### src/rtl/quad_enc_pkg.sv
package quad_enc_pkg;

  typedef enum logic [2:0] {
    A_CTRL  = 3'd0,
    A_TOP   = 3'd1,
    A_POS   = 3'd2,
    A_WIN   = 3'd3,
    A_SPEED = 3'd4,
    A_MASK  = 3'd5,
    A_FLAG  = 3'd6,
    A_STAT  = 3'd7
  } reg_addr_e;

  localparam int NFLAG = 4;
  localparam int F_IDX = 0;
  localparam int F_WIN = 1;
  localparam int F_DIR = 2;
  localparam int F_ERR = 3;

  localparam int C_EN   = 0;
  localparam int C_SWAP = 1;
  localparam int C_ICLR = 2;
  localparam int CTRL_W = 3;

  // Direction of a single-phase change: 1 means count up.
  function automatic logic step_is_up(logic a_changed, logic a_now, logic b_now);
    return a_changed ? (a_now != b_now) : (a_now == b_now);
  endfunction

  // Next position with wrap between 0 and top.
  function automatic logic [31:0] wrap_next(logic [31:0] cur, logic [31:0] top, logic up);
    if (up) return (cur == top) ? 32'd0 : cur + 32'd1;
    else    return (cur == 32'd0) ? top : cur - 32'd1;
  endfunction

endpackage

### src/rtl/quad_enc_sync.sv
module quad_enc_sync #(
  parameter int N = 3
) (
  input  logic         clk,
  input  logic         rst_n,
  input  logic [N-1:0] d,
  output logic [N-1:0] q
);
  for (genvar i = 0; i < N; i++) begin : g_bit
    logic s1, s2;
    always_ff @(posedge clk or negedge rst_n) begin
      if (!rst_n) begin
        s1 <= 1'b0;
        s2 <= 1'b0;
      end else begin
        s1 <= d[i];
        s2 <= s1;
      end
    end
    assign q[i] = s2;
  end
endmodule

### src/rtl/quad_enc_decode.sv
module quad_enc_decode
  import quad_enc_pkg::*;
(
  input  logic clk,
  input  logic rst_n,
  input  logic en,
  input  logic swap,
  input  logic a_in,
  input  logic b_in,
  input  logic idx_in,
  output logic step,
  output logic up,
  output logic err,
  output logic idx_rise
);
  logic a, b, a_q, b_q, idx_q;
  logic a_chg, b_chg;

  assign a = swap ? b_in : a_in;
  assign b = swap ? a_in : b_in;

  always_ff @(posedge clk or negedge rst_n) begin
    if (!rst_n) begin
      a_q   <= 1'b0;
      b_q   <= 1'b0;
      idx_q <= 1'b0;
    end else begin
      a_q   <= a;
      b_q   <= b;
      idx_q <= idx_in;
    end
  end

  assign a_chg    = a ^ a_q;
  assign b_chg    = b ^ b_q;
  assign step     = en & (a_chg ^ b_chg);
  assign err      = en & a_chg & b_chg;
  assign up       = step_is_up(a_chg, a, b);
  assign idx_rise = en & idx_in & ~idx_q;
endmodule

### src/rtl/quad_enc_posn.sv
module quad_enc_posn
  import quad_enc_pkg::*;
#(
  parameter int POS_W = 16
) (
  input  logic             clk,
  input  logic             rst_n,
  input  logic             step,
  input  logic             up,
  input  logic             idx_clr,
  input  logic             load,
  input  logic [POS_W-1:0] load_val,
  input  logic [POS_W-1:0] top,
  output logic [POS_W-1:0] pos
);
  logic [31:0] nxt;
  assign nxt = wrap_next(32'(pos), 32'(top), up);

  always_ff @(posedge clk or negedge rst_n) begin
    if (!rst_n)       pos <= '0;
    else if (load)    pos <= load_val;
    else if (idx_clr) pos <= '0;
    else if (step)    pos <= nxt[POS_W-1:0];
  end
endmodule

### src/rtl/quad_enc_speed.sv
module quad_enc_speed #(
  parameter int TIM_W = 16,
  parameter int CNT_W = 16
) (
  input  logic             clk,
  input  logic             rst_n,
  input  logic             en,
  input  logic             step,
  input  logic [TIM_W-1:0] win,
  output logic [CNT_W-1:0] speed,
  output logic             expire
);
  logic [TIM_W-1:0] timer;
  logic [CNT_W-1:0] cnt;
  logic [TIM_W:0]   t_plus;
  logic [CNT_W-1:0] cnt_inc;

  assign t_plus  = {1'b0, timer} + 1'b1;
  assign expire  = en & (t_plus >= {1'b0, win});
  assign cnt_inc = cnt + CNT_W'(step);

  always_ff @(posedge clk or negedge rst_n) begin
    if (!rst_n) begin
      timer <= '0;
      cnt   <= '0;
      speed <= '0;
    end else if (!en) begin
      timer <= '0;
      cnt   <= '0;
    end else if (expire) begin
      timer <= '0;
      cnt   <= '0;
      speed <= cnt_inc;
    end else begin
      timer <= timer + 1'b1;
      cnt   <= cnt_inc;
    end
  end
endmodule

### src/rtl/quad_enc_top.sv
module quad_enc_top
  import quad_enc_pkg::*;
#(
  parameter int DATA_W = 32,
  parameter int POS_W  = 16,
  parameter int TIM_W  = 16,
  parameter int CNT_W  = 16
) (
  input  logic              clk,
  input  logic              rst_n,
  input  logic              enc_a,
  input  logic              enc_b,
  input  logic              enc_idx,
  input  logic              bus_sel,
  input  logic              bus_wr,
  input  logic [2:0]        bus_addr,
  input  logic [DATA_W-1:0] bus_wdata,
  output logic [DATA_W-1:0] bus_rdata,
  output logic              irq
);
  logic [2:0]       syn;
  logic [CTRL_W-1:0] ctrl_q;
  logic [POS_W-1:0] top_q, pos_q;
  logic [TIM_W-1:0] win_q;
  logic [CNT_W-1:0] speed_q;
  logic [NFLAG-1:0] mask_q, flag_q, flag_set, flag_clr;
  logic             dir_q;
  logic             ev_step, ev_up, ev_err, ev_idx, ev_expire, ev_dirchg;
  logic             wr_en, pos_load, idx_clr, ctrl_en;

  quad_enc_sync #(.N(3)) u_sync (
    .clk(clk), .rst_n(rst_n),
    .d({enc_idx, enc_b, enc_a}), .q(syn)
  );

  assign ctrl_en = ctrl_q[C_EN];

  quad_enc_decode u_dec (
    .clk(clk), .rst_n(rst_n), .en(ctrl_en), .swap(ctrl_q[C_SWAP]),
    .a_in(syn[0]), .b_in(syn[1]), .idx_in(syn[2]),
    .step(ev_step), .up(ev_up), .err(ev_err), .idx_rise(ev_idx)
  );

  assign wr_en    = bus_sel & bus_wr;
  assign pos_load = wr_en & (bus_addr == A_POS);
  assign idx_clr  = ev_idx & ctrl_q[C_ICLR];

  quad_enc_posn #(.POS_W(POS_W)) u_pos (
    .clk(clk), .rst_n(rst_n), .step(ev_step), .up(ev_up),
    .idx_clr(idx_clr), .load(pos_load), .load_val(bus_wdata[POS_W-1:0]),
    .top(top_q), .pos(pos_q)
  );

  quad_enc_speed #(.TIM_W(TIM_W), .CNT_W(CNT_W)) u_spd (
    .clk(clk), .rst_n(rst_n), .en(ctrl_en), .step(ev_step),
    .win(win_q), .speed(speed_q), .expire(ev_expire)
  );

  assign ev_dirchg = ev_step & (dir_q != ~ev_up);

  always_comb begin
    flag_set        = '0;
    flag_set[F_IDX] = ev_idx;
    flag_set[F_WIN] = ev_expire;
    flag_set[F_DIR] = ev_dirchg;
    flag_set[F_ERR] = ev_err;
    flag_clr = (wr_en && bus_addr == A_FLAG) ? bus_wdata[NFLAG-1:0] : '0;
  end

  always_ff @(posedge clk or negedge rst_n) begin
    if (!rst_n) begin
      ctrl_q <= '0;
      top_q  <= '0;
      win_q  <= '0;
      mask_q <= '0;
      flag_q <= '0;
      dir_q  <= 1'b0;
    end else begin
      flag_q <= (flag_q & ~flag_clr) | flag_set;
      if (ev_step) dir_q <= ~ev_up;
      if (wr_en) begin
        case (bus_addr)
          A_CTRL: ctrl_q <= bus_wdata[CTRL_W-1:0];
          A_TOP:  top_q  <= bus_wdata[POS_W-1:0];
          A_WIN:  win_q  <= bus_wdata[TIM_W-1:0];
          A_MASK: mask_q <= bus_wdata[NFLAG-1:0];
          default: ;
        endcase
      end
    end
  end

  always_comb begin
    case (bus_addr)
      A_CTRL:  bus_rdata = DATA_W'(ctrl_q);
      A_TOP:   bus_rdata = DATA_W'(top_q);
      A_POS:   bus_rdata = DATA_W'(pos_q);
      A_WIN:   bus_rdata = DATA_W'(win_q);
      A_SPEED: bus_rdata = DATA_W'(speed_q);
      A_MASK:  bus_rdata = DATA_W'(mask_q);
      A_FLAG:  bus_rdata = DATA_W'(flag_q);
      default: bus_rdata = DATA_W'(dir_q);
    endcase
  end

  assign irq = |(flag_q & mask_q);
endmodule

### config.mk
export PLATFORM = sky130hd
export DESIGN_NAME = quad_enc_top
export DESIGN_NICKNAME = d
export VERILOG_FILES = /design/src/rtl/quad_enc_pkg.sv /design/src/rtl/quad_enc_sync.sv /design/src/rtl/quad_enc_decode.sv /design/src/rtl/quad_enc_posn.sv /design/src/rtl/quad_enc_speed.sv /design/src/rtl/quad_enc_top.sv
export SDC_FILE = /design/constraint.sdc
export NUM_CORES = 1
export LEC_CHECK = 0
export BUFFER_PORTS_ARGS = -buffer_cell sky130_fd_sc_hd__clkbuf_2
export CORE_MARGIN = 10
export CORE_UTILIZATION = 35
export CTS_BUF_LIST = sky130_fd_sc_hd__clkbuf_4 sky130_fd_sc_hd__clkbuf_8
export CTS_CLUSTER_DIAMETER = 150
export CTS_CLUSTER_SIZE = 8
export DETAILED_ROUTE_END_ITERATION = 16
export GPL_TIMING_DRIVEN = 0
export SYNTH_ARGS = -nofsm -noshare
export SYNTH_HDL_FRONTEND = slang
export SYNTH_HIERARCHICAL = 1
export SYNTH_SLANG_ARGS = --single-unit
### constraint.sdc
create_clock -name clk -period 8.6 [get_ports clk]
set_input_delay 1.29 -clock clk [delete_from_list [all_inputs] [get_ports clk]]
set_output_delay 1.29 -clock clk [all_outputs]
set_load 0.1 [all_outputs]
==> run summary <==
NetSw: 0.934 mW
Post-DP HPWL: 16100 um
Unrepaired setup endpoints after global routing: no
DRT iter0 DRCs: 487
Row count: 53
Vias in the first global route: 6114
Leak: 3.61 nW
Hold buffers post-CTS: 0
Synth Instances: 758
Antenna violations before repair: 0
Width of the die: 166 um
First-pass iteration count of the detailed router: 5
First-pass GRT wire length: 34300 um
Final hold viol count: 0
Largest cells by area after synthesis: dfrtp_1 (39%), mux2_2 (6.8%), xor2_1 (4.3%)
Post-synth top area cell: dfrtp_1
Diode count: 0
Layout cells sized above 1: 20.6%
Min Tclk post-route: 4.55 ns
Post-synth EDFFs: 0
Slew @ Worst Pin: 0.750 ns
Commonest cells in the synthesized netlist: dfrtp_1 (117), nor2_1 (51), mux2_2 (45)
Min Hold Slack: 0.355 ns
H-tree depth: 4
Gate power share: 41.9%
Slew headroom: 49.5%
Top-count cell post-synth: dfrtp_1
Power share of the clock group: 21.7%
Die area: 0.0276 mm2
Setup CP Type: input port to output port
Non-Filler Cell Area, Final: 0.00845 mm2
Pint: 1.16 mW
Worst Path Required: 7.31 ns
Sequential share of the synthesized area: 39.2%
Post-synthesis async set-or-reset flop share: 100%
CP Capture Type: output port
PwrDens: 248 mW/mm2
Synthesized flop and latch total: 117
Synth Flop Type: dfrtp_1
Initial Utilization: 35.5%
Worst-path clk slew: 0.08 ns
Critical Path AT: 3.26 ns
Fin nets: 898
Die height: 166 um
Outcome: complete, no violations
CTS tree: done
Setup TNS: 0 ns
Switching part of the total: 44.5%
WP buf/inv: 4
Largest net degree at the start of global routing: 81
Worst setup margin: 4.05 ns
Post-synth top area share: 39.2%
Worst IR drop on VDD: 0.237 mV
Synth warn: 6
Post-place instance area: 0.00810 mm2
Antenna viol nets, final: 0
IO Count: 75
Routability Congestion: 0.913
Cts repair resizes: 0
CTS Root Cell: clkbuf_8
IO buf count: 41
Pre-CTS worst setup slack: 4.11 ns
Slowest stage cell on the critical path: clkbuf_2
Drt total wl: 21200 um
CP Max Fanout: 10
CP cell instances: buf_2, buf_2, buf_1, a22oi_1, o2bb2ai_1, clkbuf_2
CP max stage delay: 0.50 ns
GRT Total Usage: 15.3%
Post-CTS Setup Bufs: 0
Critical path's top delay family: buffers and inverters
# DRC: 0
Core ar.: 0.0210 mm2
GRT Residual Overflow: 0
Syn_area_per_cell: 9.84 um2
Register share of total power: 36.5%
Fin crit share: 52.9%
Mapped Area: 0.00746 mm2
Kind of start point of the critical path: input port
Layout Skew: 0.0146 ns
Via Count: 6081
# setup viols final: 0
Most frequent CP cell: buf_2
Max clock buf depth: 2
Slew Limit Fails: 0
CTS buffer count: 17
Later-pin clock latency in the skew report: 0.45 ns
Max_cap viols: 0
WL per Instance: 18.9 um
Worst Hold Class: flip-flop to flip-flop
Via/cell ratio: 5.42
P&R area growth vs syn: 13.3%
Clk sink count: 117
Cell variety after synth: 78
Max Fclk: 0.220 GHz
-- power by group through the flow --
stage / clock network (mW) / registers, mW / logic (mW)
after floorplan: 0 / 0.721 / 0.671
after global placement: 0 / 0.774 / 0.850
after detailed placement: 0 / 0.773 / 0.859
after CTS: 0.466 / 0.765 / 0.862
after global routing: 0.493 / 0.781 / 0.951
final: 0.454 / 0.766 / 0.878
-- path summary, 6_finish.rpt --
check	start	end	slack, ns	cells past startpoint
worst max-delay path	bus_addr[1]	bus_rdata[10]	4.05	6
worst min-delay path	u_sync/g_bit[0].s1	u_sync/g_bit[0].s2	0.36	0
worst max register to register	u_spd/timer[0]	u_spd/speed[1]	5.31	14
worst min register to register	u_sync/g_bit[0].s1	u_sync/g_bit[0].s2	0.36	0
max in group asynchronous	rst_n	top_q[6]	7.13	2
min in group asynchronous	rst_n	u_spd/cnt[5]	0.75	1
-- flip-flops by register name, indices dropped and copies added (netlist names) --
signal and count:
mask_q 4, flag_q 4, u_spd/speed 16, dir_q 1, win_q 16, u_dec/idx_q 1, u_spd/cnt 16, u_dec/a_q 1
top_q 16, u_dec/b_q 1, u_sync/g_bit.s2 3, ctrl_q 3, u_sync/g_bit.s1 3, u_pos/pos 16, u_spd/timer 16
-- cell type report --
cell class	count	area, um2
plain buffers	68	384
clock buffers	18	248
clock inverters	13	100
fillers	2130	12600
inverters	44	165
multi-input cells	544	4040
flip-flops and latches	117	2930
well taps	275	344
repair buffers	42	241
-- cell families after synthesis --
group                    Yosys count  synth area share (%)
AO/OA/AOI/OAI                    134                  13.6
XOR/XNOR                          63                  7.39
adder cells (fa/ha/maj)           22                  3.69
buffers and inverters            112                  7.36
flip-flops                       117                  39.2
multiplexers                      78                  11.9
other                              1                0.0503
AND/OR/NAND/NOR                  231                  16.7
-- stage by stage --
step	util [%]	std cells	power, mW
final	40.2	1121	2.10
after global routing	40.2	1121	2.22
after CTS	40.2	1121	2.09
after detailed placement	38.6	1090	1.63
after global placement	38.4	1089	1.62
after floorplan	-	773	1.39
-- worst register-to-register path, cell delays in order (launching register included) --
cell      delay, ns
dfrtp_1        0.42
ha_1           0.25
nand3_1        0.14
nor2_1         0.22
nand2_1        0.13
nor2_1         0.15
xnor2_1        0.16
ha_1           0.28
a21o_1         0.17
a21oi_2        0.16
o41ai_2        0.10
a311oi_1       0.38
a21boi_1       0.14
buf_6          0.18
mux2_1         0.32
-- routing by layer --
layer  up-vias  track usage (%)  part of all wire, %
li1       2860                -                    -
met1      3000             21.7                   48
met2       201             22.3                   44
met3        20             3.98                  6.3
met4         0             4.04                  1.7
met5         -                0                    0
-- cells in the final DEF, fill, tap and decap left out, types with 18 or more instances in the layout --
cell / Yosys / layout
clkbuf_8: 0 / 19
inv_1: 44 / 44
a22oi_1: 23 / 23
nor2b_1: 18 / 18
nand4_1: 22 / 22
clkbuf_1: 31 / 31
mux2_2: 45 / 45
xor2_1: 37 / 37
xnor2_1: 26 / 26
nor2_1: 51 / 51
dfrtp_1: 117 / 117
mux2i_1: 21 / 21
clkbuf_2: 0 / 40
ha_1: 22 / 22
buf_4: 19 / 19
nand3_1: 30 / 30
nand2_1: 32 / 32
(Power assumes the default switching activity.)
